==> config.mk <==
export PLATFORM = sky130hd
export DESIGN_NAME = i2c_dac_slave
export DESIGN_NICKNAME = d
export VERILOG_FILES = /design/src/rtl/dac_slave_pkg.sv /design/src/rtl/dac_line_sync.sv /design/src/rtl/dac_byte_rx.sv /design/src/rtl/dac_chan_regs.sv /design/src/rtl/i2c_dac_slave.sv
export SDC_FILE = /design/constraint.sdc
export NUM_CORES = 1
export LEC_CHECK = 0
export CORE_MARGIN = 3
export CORE_UTILIZATION = 40
export DETAILED_ROUTE_END_ITERATION = 10
export GPL_ROUTABILITY_DRIVEN = 0
export PLACE_DENSITY = 0.7
export SKIP_LAST_GASP = 1
export SYNTH_ARGS = -nofsm -noshare
export SYNTH_HDL_FRONTEND = slang
export SYNTH_SLANG_ARGS = --single-unit
==> constraint.sdc <==
create_clock -name clk_i -period 2.7 [get_ports clk_i]
set_clock_uncertainty 0.2 [all_clocks]
set_input_delay 0.54 -clock clk_i [delete_from_list [all_inputs] [get_ports clk_i]]
set_output_delay 0.54 -clock clk_i [all_outputs]
set_load 0.005 [all_outputs]
==> src/rtl/dac_slave_pkg.sv <==
package dac_slave_pkg;
  typedef enum logic [1:0] {
    PD_ACTIVE    = 2'b00,
    PD_FLOAT     = 2'b01,
    PD_LOAD_1K   = 2'b10,
    PD_LOAD_100K = 2'b11
  } pd_mode_e;
endpackage

==> src/rtl/dac_line_sync.sv <==
module dac_line_sync #(
  parameter int STAGES = 2
) (
  input  logic clk_i,
  input  logic rst_ni,
  input  logic scl_i,
  input  logic sda_i,
  output logic sda_o,
  output logic scl_rise_o,
  output logic scl_fall_o,
  output logic start_o,
  output logic stop_o
);
  logic [STAGES-1:0] scl_sh, sda_sh;
  logic scl_q, sda_q, scl_s, sda_s;

  always_ff @(posedge clk_i or negedge rst_ni) begin
    if (!rst_ni) begin
      scl_sh <= '1;
      sda_sh <= '1;
      scl_q  <= 1'b1;
      sda_q  <= 1'b1;
    end else begin
      scl_sh <= {scl_sh[STAGES-2:0], scl_i};
      sda_sh <= {sda_sh[STAGES-2:0], sda_i};
      scl_q  <= scl_s;
      sda_q  <= sda_s;
    end
  end

  assign scl_s      = scl_sh[STAGES-1];
  assign sda_s      = sda_sh[STAGES-1];
  assign sda_o      = sda_s;
  assign scl_rise_o = scl_s & ~scl_q;
  assign scl_fall_o = ~scl_s & scl_q;
  assign start_o    = scl_s & scl_q & sda_q & ~sda_s;
  assign stop_o     = scl_s & scl_q & ~sda_q & sda_s;
endmodule

==> src/rtl/dac_byte_rx.sv <==
module dac_byte_rx #(
  parameter int            BW       = 8,
  parameter logic [BW-2:0] DEV_ADDR = 7'h3A
) (
  input  logic          clk_i,
  input  logic          rst_ni,
  input  logic          scl_rise_i,
  input  logic          scl_fall_i,
  input  logic          sda_i,
  input  logic          start_i,
  input  logic          stop_i,
  output logic          sda_oe_o,
  output logic          byte_stb_o,
  output logic [BW-1:0] byte_o,
  output logic          frame_rst_o
);
  localparam int CNT_W = $clog2(BW + 2);
  localparam logic [CNT_W-1:0] ACK_SLOT = CNT_W'(BW);
  localparam logic [CNT_W-1:0] ACK_DONE = CNT_W'(BW + 1);

  logic             active_q, addr_ph_q, start_hi_q, oe_q, stb_q;
  logic [CNT_W-1:0] cnt_q;
  logic [BW-1:0]    sh_q;
  logic             stop_ok, addr_ok;

  // a STOP in the START's own high pulse is illegal and dropped
  assign stop_ok = stop_i & ~start_hi_q;
  assign addr_ok = (sh_q[BW-1:1] == DEV_ADDR) & ~sh_q[0];

  always_ff @(posedge clk_i or negedge rst_ni) begin
    if (!rst_ni) begin
      active_q   <= 1'b0;
      addr_ph_q  <= 1'b0;
      start_hi_q <= 1'b0;
      oe_q       <= 1'b0;
      stb_q      <= 1'b0;
      cnt_q      <= '0;
      sh_q       <= '0;
    end else begin
      stb_q <= 1'b0;
      if (start_i) begin
        active_q   <= 1'b1;
        addr_ph_q  <= 1'b1;
        start_hi_q <= 1'b1;
        oe_q       <= 1'b0;
        cnt_q      <= '0;
      end else if (stop_ok) begin
        active_q   <= 1'b0;
        start_hi_q <= 1'b0;
        oe_q       <= 1'b0;
        cnt_q      <= '0;
      end else begin
        if (scl_fall_i) start_hi_q <= 1'b0;
        if (active_q) begin
          if (scl_rise_i && cnt_q != ACK_DONE) begin
            cnt_q <= cnt_q + 1'b1;
            if (cnt_q < ACK_SLOT) sh_q <= {sh_q[BW-2:0], sda_i};
          end
          if (scl_fall_i && cnt_q == ACK_SLOT) begin
            if (addr_ph_q) begin
              if (addr_ok) oe_q <= 1'b1;
              else begin
                active_q <= 1'b0;
                cnt_q    <= '0;
              end
            end else begin
              oe_q  <= 1'b1;
              stb_q <= 1'b1;
            end
          end
          if (scl_fall_i && cnt_q == ACK_DONE) begin
            oe_q      <= 1'b0;
            cnt_q     <= '0;
            addr_ph_q <= 1'b0;
          end
        end
      end
    end
  end

  assign sda_oe_o    = oe_q;
  assign byte_stb_o  = stb_q;
  assign byte_o      = sh_q;
  assign frame_rst_o = start_i | stop_ok;


  start_hi_active_chk: assert property (@(posedge clk_i) disable iff (!rst_ni)
    start_hi_q |-> active_q);

  idle_release_chk: assert property (@(posedge clk_i) disable iff (!rst_ni)
    !active_q |-> !sda_oe_o);

  ack_on_fall_chk: assert property (@(posedge clk_i) disable iff (!rst_ni)
    $rose(sda_oe_o) |-> $past(scl_fall_i));

  stb_acked_chk: assert property (@(posedge clk_i) disable iff (!rst_ni)
    byte_stb_o |-> sda_oe_o);
endmodule

==> src/rtl/dac_chan_regs.sv <==
module dac_chan_regs
  import dac_slave_pkg::*;
#(
  parameter int NCH = 4,
  parameter int DW  = 12,
  parameter int BW  = 8
) (
  input  logic                    clk_i,
  input  logic                    rst_ni,
  input  logic                    byte_stb_i,
  input  logic [BW-1:0]           byte_i,
  input  logic                    frame_rst_i,
  output logic [NCH*DW-1:0]       code_o,
  output logic [2*NCH-1:0]        pd_mode_o
);
  localparam int SEL_W = $clog2(NCH);
  localparam int HI_W  = DW - BW;

  logic                     half_q;
  logic [SEL_W-1:0]         hold_sel_q;
  pd_mode_e                 hold_pd_q;
  logic [HI_W-1:0]          hold_hi_q;
  logic [NCH-1:0][DW-1:0]   code_q;
  pd_mode_e                 pd_q [NCH];
  logic                     commit;

  assign commit = byte_stb_i & half_q;

  always_ff @(posedge clk_i or negedge rst_ni) begin
    if (!rst_ni) begin
      half_q     <= 1'b0;
      hold_sel_q <= '0;
      hold_pd_q  <= PD_FLOAT;
      hold_hi_q  <= '0;
    end else if (frame_rst_i) begin
      half_q <= 1'b0;
    end else if (byte_stb_i) begin
      half_q <= ~half_q;
      if (!half_q) begin
        hold_sel_q <= byte_i[BW-1 -: SEL_W];
        hold_pd_q  <= pd_mode_e'(byte_i[HI_W+1 -: 2]);
        hold_hi_q  <= byte_i[HI_W-1:0];
      end
    end
  end

  for (genvar g = 0; g < NCH; g++) begin : g_chan
    always_ff @(posedge clk_i or negedge rst_ni) begin
      if (!rst_ni) begin
        code_q[g] <= '0;
        pd_q[g]   <= PD_FLOAT;
      end else if (commit && !frame_rst_i && hold_sel_q == SEL_W'(g)) begin
        pd_q[g] <= hold_pd_q;
        // powered-down channels keep their code for the next power-up
        if (hold_pd_q == PD_ACTIVE) code_q[g] <= {hold_hi_q, byte_i};
      end
    end
    assign pd_mode_o[2*g +: 2] = pd_q[g];
  end

  assign code_o = code_q;


  pd_keeps_code_chk: assert property (@(posedge clk_i) disable iff (!rst_ni)
    (byte_stb_i && half_q && hold_pd_q != PD_ACTIVE) |=> $stable(code_q));

  code_on_second_chk: assert property (@(posedge clk_i) disable iff (!rst_ni)
    !$stable(code_q) |-> $past(byte_stb_i && half_q));

  frame_rst_pair_chk: assert property (@(posedge clk_i) disable iff (!rst_ni)
    frame_rst_i |=> !half_q);
endmodule

==> src/rtl/i2c_dac_slave.sv <==
module i2c_dac_slave #(
  parameter int         NCH      = 4,
  parameter int         DW       = 12,
  parameter logic [6:0] DEV_ADDR = 7'h3A,
  parameter int         SYNC     = 2
) (
  input  logic              clk_i,
  input  logic              rst_ni,
  input  logic              scl_i,
  input  logic              sda_i,
  output logic              sda_oe_o,
  output logic [NCH*DW-1:0] code_o,
  output logic [2*NCH-1:0]  pd_mode_o
);
  localparam int BW = 8;

  logic sda_s, scl_rise, scl_fall, start_c, stop_c;
  logic byte_stb, frame_rst;
  logic [BW-1:0] byte_d;

  dac_line_sync #(.STAGES(SYNC)) u_sync (
    .clk_i, .rst_ni, .scl_i, .sda_i,
    .sda_o(sda_s), .scl_rise_o(scl_rise), .scl_fall_o(scl_fall),
    .start_o(start_c), .stop_o(stop_c)
  );

  dac_byte_rx #(.BW(BW), .DEV_ADDR(DEV_ADDR)) u_rx (
    .clk_i, .rst_ni,
    .scl_rise_i(scl_rise), .scl_fall_i(scl_fall), .sda_i(sda_s),
    .start_i(start_c), .stop_i(stop_c),
    .sda_oe_o, .byte_stb_o(byte_stb), .byte_o(byte_d), .frame_rst_o(frame_rst)
  );

  dac_chan_regs #(.NCH(NCH), .DW(DW), .BW(BW)) u_regs (
    .clk_i, .rst_ni,
    .byte_stb_i(byte_stb), .byte_i(byte_d), .frame_rst_i(frame_rst),
    .code_o, .pd_mode_o
  );
endmodule

### Word-level counts from Yosys, hierarchy flattened

Cells that the tools add are included.

| word-level totals | value |
|---|---|
| register bits | 88 |
| output and inout bits | 57 |
| logic and storage cells | 115 |

| operators by class | value |
|---|---|
| $add $sub $neg | 1 |
| magnitude comparators | 1 |
| eq/ne operators | 9 |
| multiplexer cells | 35 |
| bitwise logic cells | 21 |
| reduce and logical (&&, ||, !) cells | 25 |

Operators with widths:

| operator | count |
|---|---|
| two-way mux 4 bit | 8 |
| two-way mux 1 bit | 27 |
| bitwise AND 1 bit | 10 |
| NOT 1 bit | 10 |
| AND reduction 3 bit | 3 |
| == test 4 bit, second input constant | 2 |
| logical AND 1 bit | 8 |
| AND reduction 2 bit | 4 |
| == test 7 x 6 -> 1 bit, second input constant | 1 |
| nonzero test 2 bit | 3 |
| nonzero test 3 bit | 2 |
| != test 5 x 4 -> 1 bit, second input constant | 1 |
| AND reduction 5 bit | 1 |
| adder 4 x 1 -> 4 bit, second input constant | 1 |
| == test 2 bit, second input constant | 2 |
| logical NOT 2 bit | 2 |
| less-than comparator 4 bit, second input constant | 1 |
| != test 4 bit, second input constant | 1 |
| nonzero test 4 bit | 1 |
| == test 2 x 1 -> 1 bit, second input constant | 1 |
| != test 2 x 1 -> 1 bit, second input constant | 1 |
| logical NOT 1 bit | 1 |
| bitwise OR 1 bit | 1 |

### Logic depth before layout (Yosys ltp)

Gate-level depths: netlist of the first run.

| depth | value |
|---|---|
| depth in word-level cells | 11 |
| gate-level depth with buffers | 6 |

### Modules after synthesis

Synthesis of the first run repeated with hierarchy kept, for this count alone.

| unflattened totals | value |
|---|---|
| cell total of the unflattened synthesis | 232 |
| area total of the unflattened synthesis | 3797.4 um^2 |

By module, submodules not included:

| module | instances | cells each | area an instance (um^2) | sequential area each (um^2) |
|---|---|---|---|---|
| dac_chan_regs | 1 | 148 | 2687.6 | 1632.8 |
| dac_byte_rx | 1 | 74 | 919.6 | 425.4 |
| dac_line_sync | 1 | 10 | 190.2 | 157.7 |

### Least setup slack after synthesis of the first run

No wires, ideal clock.

| timing | value |
|---|---|
| kind | register to register |
| from | register u_sync.scl_sh[1] |
| to | register u_regs.code_q (netlist bit u_regs.code_o[25]) |
| arrival | 1.620 ns |
| required time | 2.375 ns |
| setup slack | 0.755 ns |
| cell stages (with the launch flop) | 6 |
| period minus slack after synthesis | 1.945 ns |
| cells stage by stage | dfstp_2 -> nand4b_1 -> o2111a_4 -> nand4b_4 -> buf_12 -> mux2_4 |

| on the way | value |
|---|---|
| longest elaborated chain between the ends | 9 |
| elaborated cells between the ends (all ways) | 11 |
| classes of those cells | bitwise: 7; reduce/logical: 4 |

RTL lines:

| element | RTL line | text |
|---|---|---|
| start, declared | dac_line_sync.sv:14 | `logic [STAGES-1:0] scl_sh, sda_sh;` |
| start signal, assigned | dac_line_sync.sv:24 | `scl_sh <= {scl_sh[STAGES-2:0], scl_i};` |
| bitwise AND 1 bit (*) | dac_line_sync.sv:36, dac_line_sync.sv:37 |  |
| bitwise AND 1 bit (2 in series) | dac_line_sync.sv:37 | `assign stop_o = scl_s & scl_q & ~sda_q & sda_s;` |
| bitwise AND 1 bit | dac_byte_rx.sv:27 | `assign stop_ok = stop_i & ~start_hi_q;` |
| bitwise OR 1 bit (*) | dac_byte_rx.sv:84 | `assign frame_rst_o = start_i \| stop_ok;` |
| logical NOT 1 bit (*) | dac_chan_regs.sv:52 | `end else if (commit && !frame_rst_i && hold_sel_q == SEL_W'(g)) begin` |
| logical AND 1 bit (*) (2 in series) | dac_chan_regs.sv:52 |  |
| AND reduction 2 bit (no line) (*) | n/a |  |
| end signal, assigned by index | dac_chan_regs.sv:55 | `if (hold_pd_q == PD_ACTIVE) code_q[g] <= {hold_hi_q, byte_i};` |
| end, declared | dac_chan_regs.sv:23 | `logic [NCH-1:0][DW-1:0] code_q;` |

Mark *: on every way between the ends. The rest lies on a longest branch, timed or not.
A chain may end at the register's enable or synchronous reset.

### Worst setup path in the final report of the first run

| timing | value |
|---|---|
| from | register u_sync.scl_sh[1] |
| to | register u_regs.code_q (netlist bit u_regs.code_o[24]) |

The elaborated chain is that of the path after synthesis.

==> results of run 1 <==
[cell families (layout without fill, tap and decap cells)]
group / Yosys count / after routing / synth area share
adder cells (fa/ha/maj): 3 / 3 / 0.01019
XOR/XNOR: 4 / 4 / 0.009509
AO/OA/AOI/OAI: 11 / 11 / 0.02513
buffers and inverters: 9 / 86 / 0.02479
flip-flops: 88 / 88 / 0.6014
AND/OR/NAND/NOR: 36 / 36 / 0.07844
multiplexers: 72 / 72 / 0.2506
[critical path, stage by stage, from the launching register on]
cell      delay [ns]
dfstp_2         0.60
nand4b_1        0.18
o2111a_4        0.39
nand4b_4        0.31
mux2_2          0.38
[final cells by class]
cell class | instances | area share
inverter | 4 | 0.003263
clock buffer | 9 | 0.02692
multi-input combinational | 126 | 0.2993
sequential | 88 | 0.4815
tap | 108 | 0.02936
clock inverter | 7 | 0.01930
timing repair buffer | 66 | 0.1403
[flip-flops by register name, summed over array words and instances, names as in the netlist]
name	cells
u_regs.code_o	48
u_regs.half_q	1
u_regs.hold_hi_q	4
u_regs.hold_pd_q	2
u_regs.hold_sel_q	2
u_regs.pd_mode_o	8
u_rx.active_q	1
u_rx.addr_ph_q	1
u_rx.byte_o	8
u_rx.byte_stb_o	1
u_rx.cnt_q	4
u_rx.sda_oe_o	1
u_rx.start_hi_q	1
u_sync.scl_q	1
u_sync.scl_sh	2
u_sync.sda_q	1
u_sync.sda_sh	2
[Yosys cell counts, drive strengths merged (2+ instances only)]
library cell | number | area share
xor2 | 3 | 0.0071
dfstp | 11 | 0.078
o211ai | 2 | 0.0054
nor2 | 7 | 0.0092
ha | 3 | 0.010
nand3b | 4 | 0.0092
buf | 5 | 0.021
inv | 4 | 0.0041
mux2 | 72 | 0.25
nor2b | 2 | 0.0034
nand4 | 2 | 0.0075
nand4b | 4 | 0.018
dfrtp | 77 | 0.52
nand3 | 6 | 0.012
nand2 | 5 | 0.0051
a21oi | 3 | 0.0041
[power breakdown]
part | total [mW] | switching (mW) | internal [mW]
clock network | 0.947 | 0.501 | 0.446
logic | 0.200 | 0.0917 | 0.108
registers | 1.56 | 0.159 | 1.40
[worst min path at each step]
stage,from,slack (ns),end
after CTS,u_sync.scl_sh[0],0.16,u_sync.scl_sh[1]
after global placement,u_sync.scl_sh[0],0.15,u_sync.scl_sh[1]
final,u_sync.scl_sh[0],0.16,u_sync.scl_sh[1]
after global routing,u_sync.scl_sh[0],0.17,u_sync.scl_sh[1]
after floorplan,rst_ni,0.04,u_regs.code_o[0]
after detailed placement,u_sync.scl_sh[0],0.15,u_sync.scl_sh[1]
[stage by stage]
step	hold slack [ns]	worst slack (ns)	power [mW]	utilization	instance area, um2
finish	0.1587	0.5551	2.708	0.5201	4602
detailed placement	0.1473	0.5501	1.792	0.4949	4379
floorplan	0.04441	0.7548	1.667	-	3685
CTS	0.1602	0.5391	2.747	0.5201	4602
global route	0.1650	0.4636	2.851	0.5201	4602
global placement	0.1460	0.5832	1.786	0.4949	4379
[repair_timing]
item	4_1_cts	5_1_grt
setup buffers	0	0
hold buffers	1	0
hold endpoints to repair	29	0
[routing by layer]
metal,share of wire,GRT usage
met4,0.010,0.03935
met5,0,0
met2,0.49,0.2294
met3,0.045,0.04573
met1,0.45,0.1938
==> impl_metrics.prom, run 1 <==
# TYPE chip_impl_metric gauge
chip_impl_metric{name="detailedRoute.firstPassIterationCount",unit=""} 4
chip_impl_metric{name="sequential_cell_area",unit="mm2"} 0.002216
chip_impl_info{name="grt_setup_unrepaired",value="no"} 1
chip_impl_info{name="hp-class",value="flop to flop"} 1
chip_impl_metric{name="initial_standard_cell_utilization_of_the_core",unit=""} 0.4164
chip_impl_metric{name="floorplan.rows",unit=""} 34
chip_impl_metric{name="core_area",unit="mm2"} 0.008848
chip_impl_metric{name="post_synthesis_average_cell_area",unit="um2"} 16.52
chip_impl_metric{name="worst_setup_hold_path_clk_slew",unit="ns"} 0.10
chip_impl_metric{name="grt_first_pass_wirelength",unit="um"} 11420
chip_impl_metric{name="min_delay_path_depth",unit=""} 0
chip_impl_metric{name="setup_violating_endpoint_count_in_the_final_report",unit=""} 0
chip_impl_metric{name="syn_to_final_growth",unit="%"} 24.89
chip_impl_info{name="cp-endpoint",value="u_regs.code_o[24]"} 1
chip_impl_metric{name="drt_first_iter_violations",unit=""} 51
chip_impl_metric{name="dpl.cell_count",unit=""} 391
chip_impl_info{name="layout.cells.most_common_list",value="77 x dfrtp_1, 59 x clkdlybuf4s50_1, 42 x mux2_2"} 1
chip_impl_metric{name="grt_pass1_vias",unit=""} 2131
chip_impl_metric{name="fillers",unit=""} 755
chip_impl_metric{name="multi_input_area",unit="mm2"} 0.001378
chip_impl_metric{name="drt-wirelength-per-cell",unit="um"} 16.96
chip_impl_metric{name="tightestPinTransition",unit="ns"} 0.5497
chip_impl_metric{name="vias_after_detailed_routing",unit=""} 2047
chip_impl_metric{name="min_period",unit="ns"} 2.145
chip_impl_info{name="cts_tree",value="built"} 1
chip_impl_info{name="run_status",value="finished clean"} 1
chip_impl_info{name="cp-start-kind",value="flop"} 1
chip_impl_metric{name="synth_area",unit="mm2"} 0.003685
chip_impl_metric{name="final_net_count",unit=""} 302
chip_impl_metric{name="arrival",unit="ns"} 2.20
chip_impl_metric{name="ant_nets",unit=""} 0
chip_impl_info{name="timing.rr.start",value="u_sync.scl_sh[1]"} 1
chip_impl_metric{name="syn-instance-count",unit=""} 223
chip_impl_metric{name="antenna_diode_count",unit=""} 0
chip_impl_metric{name="synth.yosys.warnings",unit=""} 0
chip_impl_metric{name="finalSetupTns",unit="ns"} 0
chip_impl_info{name="mostFrequentLayoutCell",value="dfrtp_1"} 1
chip_impl_metric{name="dieHeight",unit="um"} 102.0
chip_impl_metric{name="timing.reg2reg.worst_path_depth",unit=""} 4
chip_impl_metric{name="post_route_cells_drive_above_1_share",unit=""} 0.3867
chip_impl_metric{name="post_drt_via_cell_ratio",unit=""} 5.017
chip_impl_metric{name="achievable-frequency",unit="MHz"} 466.2
chip_impl_metric{name="antenna_found_initial",unit=""} 0
chip_impl_metric{name="yosys.cell_types.count",unit=""} 38
chip_impl_metric{name="crit_path_max_fanout",unit=""} 12
chip_impl_metric{name="die-width",unit="um"} 102.0
chip_impl_metric{name="post_cts.resized_instances",unit=""} 0
chip_impl_metric{name="hold_viol",unit=""} 0
chip_impl_info{name="cts.root.buffer_cell",value="clkbuf_8"} 1
chip_impl_metric{name="drv.max_cap_violation_count",unit=""} 0
chip_impl_info{name="crit_path_end_kind",value="flop"} 1
chip_impl_metric{name="cts.sink_count",unit=""} 88
chip_impl_metric{name="synth_seq_area_share",unit=""} 0.6014
chip_impl_metric{name="gr-total-overflow",unit=""} 0
chip_impl_metric{name="layoutNonFillerInstCount",unit=""} 408
chip_impl_metric{name="route.detailed.drc",unit=""} 0
chip_impl_metric{name="powerDensity",unit="mW/mm2"} 588.5
chip_impl_metric{name="cts_max_path_buffers",unit=""} 2
chip_impl_metric{name="cp.required",unit="ns"} 2.76
chip_impl_metric{name="fin_crit_sh",unit=""} 0.7944
chip_impl_metric{name="max-slew-margin-rel",unit=""} 0.6287
chip_impl_metric{name="synthesis.nets",unit=""} 230
chip_impl_info{name="r2r_end",value="u_regs.code_o[24]"} 1
chip_impl_metric{name="number_of_flops_mapped_to_enable_cells_by_yosys",unit=""} 0
chip_impl_metric{name="dp.final_hpwl",unit="um"} 4867
chip_impl_metric{name="cts-buffers-inserted",unit=""} 9
chip_impl_metric{name="rrSetupSlack",unit="ns"} 0.56
chip_impl_metric{name="clock_tree.htree_level_count",unit=""} 3
chip_impl_metric{name="maxSlewViolCount",unit=""} 0
chip_impl_info{name="timing.setup.critical_path_class",value="flop to flop"} 1
chip_impl_metric{name="total_leakage_power",unit="nW"} 2.239
chip_impl_info{name="dominantRegCellSynth",value="dfrtp_1"} 1
chip_impl_metric{name="ir_drop",unit="mV"} 0.3698
chip_impl_metric{name="floorplan.die_area",unit="mm2"} 0.01040
chip_impl_metric{name="groute.usage.overall",unit=""} 0.1449
chip_impl_info{name="startpoint",value="u_sync.scl_sh[1]"} 1
chip_impl_metric{name="detail_route.wirelength",unit="um"} 6919
chip_impl_metric{name="buffer_ports.inserted",unit=""} 60
chip_impl_metric{name="insertion_delay",unit="ns"} 0.36
chip_impl_metric{name="largest_net_degree_at_the_start_of_global_routing",unit=""} 45
chip_impl_metric{name="ioPinCount",unit=""} 61
chip_impl_metric{name="total_of_flip_flops_plus_latches_after_synthesis",unit=""} 88
chip_impl_metric{name="ys_async_sr_fraction",unit=""} 1.000
Power figures use the tool's default switching activity.
==> run 2: changes to the inputs <==
Clock period 2.7 ns to 2.2 ns, I/O delays scaled along.
==> impl_metrics.prom, run 2 (synthesized netlist as in run 1, its figures left out) <==
# TYPE chip_impl_metric gauge
chip_impl_metric{name="min_period",unit="ns"} 2.091
chip_impl_metric{name="grt_pass1_vias",unit=""} 2178
chip_impl_metric{name="final_core_area_utilization",unit=""} 0.5284
chip_impl_info{name="timing.setup.critical_path_class",value="flop to flop"} 1
chip_impl_info{name="grt_setup_unrepaired",value="no"} 1
chip_impl_metric{name="power.total",unit="mW"} 3.334
chip_impl_metric{name="power_frac_seq",unit=""} 0.559
chip_impl_metric{name="powerDensity",unit="mW/mm2"} 713.0
chip_impl_info{name="hp-class",value="flop to flop"} 1
chip_impl_metric{name="clock_power_share",unit=""} 0.336
chip_impl_metric{name="floorplan.die_area",unit="mm2"} 0.01040
chip_impl_metric{name="dp.final_hpwl",unit="um"} 4854
chip_impl_metric{name="drt-wirelength-per-cell",unit="um"} 16.46
chip_impl_metric{name="die-width",unit="um"} 102.0
chip_impl_metric{name="core_area",unit="mm2"} 0.008848
chip_impl_metric{name="initial_standard_cell_utilization_of_the_core",unit=""} 0.4164
chip_impl_info{name="cts.root.buffer_cell",value="clkbuf_8"} 1
chip_impl_metric{name="route.detailed.drc",unit=""} 0
chip_impl_metric{name="cts-buffers-inserted",unit=""} 9
chip_impl_metric{name="post_route_cells_drive_above_1_share",unit=""} 0.4026
chip_impl_info{name="crit_path_end_kind",value="flop"} 1
chip_impl_metric{name="ir_drop",unit="mV"} 0.3980
chip_impl_metric{name="dieHeight",unit="um"} 102.0
chip_impl_metric{name="ant_nets",unit=""} 0
chip_impl_info{name="layout.cells.most_common_list",value="77 x dfrtp_1, 59 x clkdlybuf4s50_1, 42 x mux2_2"} 1
chip_impl_metric{name="sw_frac_of_total",unit=""} 0.2717
chip_impl_metric{name="crit_path_max_fanout",unit=""} 12
chip_impl_metric{name="buffer_ports.inserted",unit=""} 60
chip_impl_metric{name="hold_viol",unit=""} 0
chip_impl_metric{name="drv.max_cap_violation_count",unit=""} 0
chip_impl_metric{name="detail_route.wirelength",unit="um"} 6849
chip_impl_metric{name="drt_first_iter_violations",unit=""} 46
chip_impl_info{name="cts_tree",value="built"} 1
chip_impl_metric{name="tightestPinTransition",unit="ns"} 0.5484
chip_impl_metric{name="detailedRoute.firstPassIterationCount",unit=""} 4
chip_impl_metric{name="ioPinCount",unit=""} 61
chip_impl_metric{name="floorplan.rows",unit=""} 34
chip_impl_metric{name="clock_tree.htree_level_count",unit=""} 3
chip_impl_metric{name="power_switching",unit="uW"} 905.8
chip_impl_metric{name="grt_first_pass_wirelength",unit="um"} 11450
chip_impl_info{name="run_status",value="finished clean"} 1
chip_impl_metric{name="largest_register_ff_count",unit=""} 48
chip_impl_metric{name="largest_net_degree_at_the_start_of_global_routing",unit=""} 44
chip_impl_metric{name="finalSetupTns",unit="ns"} 0
chip_impl_metric{name="insertion_delay",unit="ns"} 0.35
chip_impl_metric{name="antenna_diode_count",unit=""} 0
chip_impl_metric{name="arrival",unit="ns"} 2.12
chip_impl_metric{name="achievable-frequency",unit="MHz"} 478.2
chip_impl_metric{name="cell_internal_pwr",unit="mW"} 2.428
chip_impl_metric{name="worst_setup_hold_path_clk_slew",unit="ns"} 0.08
chip_impl_metric{name="comb_power_share",unit=""} 0.105
chip_impl_metric{name="syn_to_final_growth",unit="%"} 26.89
chip_impl_metric{name="post_drt_via_cell_ratio",unit=""} 5.017
chip_impl_info{name="cp-start-kind",value="flop"} 1
chip_impl_metric{name="max-slew-margin-rel",unit=""} 0.6344
chip_impl_metric{name="antenna_found_initial",unit=""} 0
chip_impl_metric{name="fin_crit_sh",unit=""} 0.9506
chip_impl_metric{name="setup_violating_endpoint_count_in_the_final_report",unit=""} 0
chip_impl_metric{name="timing.reg2reg.worst_path_depth",unit=""} 4
chip_impl_metric{name="groute.usage.overall",unit=""} 0.1444
chip_impl_metric{name="cp.required",unit="ns"} 2.23
chip_impl_metric{name="maxSlewViolCount",unit=""} 0
chip_impl_metric{name="cts.sink_count",unit=""} 88
chip_impl_metric{name="total_leakage_power",unit="nW"} 2.284
chip_impl_metric{name="gr-total-overflow",unit=""} 0
chip_impl_metric{name="min_delay_path_depth",unit=""} 0
chip_impl_metric{name="vias_after_detailed_routing",unit=""} 2087
chip_impl_metric{name="post_cts.resized_instances",unit=""} 0
chip_impl_metric{name="final_net_count",unit=""} 310
chip_impl_metric{name="cts_max_path_buffers",unit=""} 2
chip_impl_info{name="mostFrequentLayoutCell",value="dfrtp_1"} 1
## run 2: worst max-delay path, stage by stage, from the launching register on
cell      delay, ns
dfstp_2        0.60
nand4b_1       0.16
o2111a_4       0.38
nand4_4        0.26
mux2_2         0.37
## run 2: layer usage
metal | up-vias | part of all wire | track usage
met5 | - | 0 | 0
met3 | 5 | 0.048 | 0.03891
met2 | 49 | 0.49 | 0.2259
met4 | 0 | 0.0083 | 0.04541
li1 | 961 | - | -
met1 | 1072 | 0.46 | 0.1970
## run 2: power by group through the flow
stage                     clock (mW)  sequential, mW  combinational [mW]
after floorplan                    0            1.87               0.177
after global placement             0            1.90               0.342
after detailed placement           0            1.90               0.355
after CTS                       1.16            1.87               0.357
after global routing            1.25            1.89               0.390
final                           1.12            1.86               0.350
## run 2: area by class of cell
| type | count | area, um2 |
|---|---|---|
| clock buffers | 9 | 123.9 |
| clock inverters | 7 | 77.57 |
| fillers | 728 | 4173 |
| inverters | 4 | 15.01 |
| multi-input cells | 126 | 1378 |
| flip-flops and latches | 88 | 2216 |
| well taps | 108 | 135.1 |
| repair buffers | 74 | 730.7 |
## run 2: timing repair
item / CTS / global route
setup buffers: 0 / 4
endpoints found under the setup margin: 0 / 2
hold buffers: 1 / 0
hold endpoints to repair: 29 / 0
## run 2: final timing paths
kind | from | endpoint | slack [ns]
setup / recovery | u_sync.scl_sh[1] | u_regs.code_o[36] | 0.11
hold / removal | u_sync.scl_sh[0] | u_sync.scl_sh[1] | 0.16
min in group asynchronous | rst_ni | u_regs.code_o[12] | 0.43
hold reg to reg | u_sync.scl_sh[0] | u_sync.scl_sh[1] | 0.16
max in group asynchronous | rst_ni | u_rx.byte_o[5] | 0.78
setup reg to reg | u_sync.scl_sh[1] | u_regs.code_o[36] | 0.11
## run 2: metrics by stage
stage | hold WS [ns] | setup WS [ns] | cells | instance area [um2]
3_5_place_dp | 0.1475 | 0.07902 | 395 | 4422
4_1_cts | 0.1604 | 0.06069 | 412 | 4633
2_1_floorplan | -0.05559 | 0.2548 | 223 | 3685
5_1_grt | 0.1661 | 0.009247 | 416 | 4676
3_3_place_gp | 0.1458 | 0.1063 | 395 | 4422
6_report | 0.1595 | 0.1087 | 416 | 4676
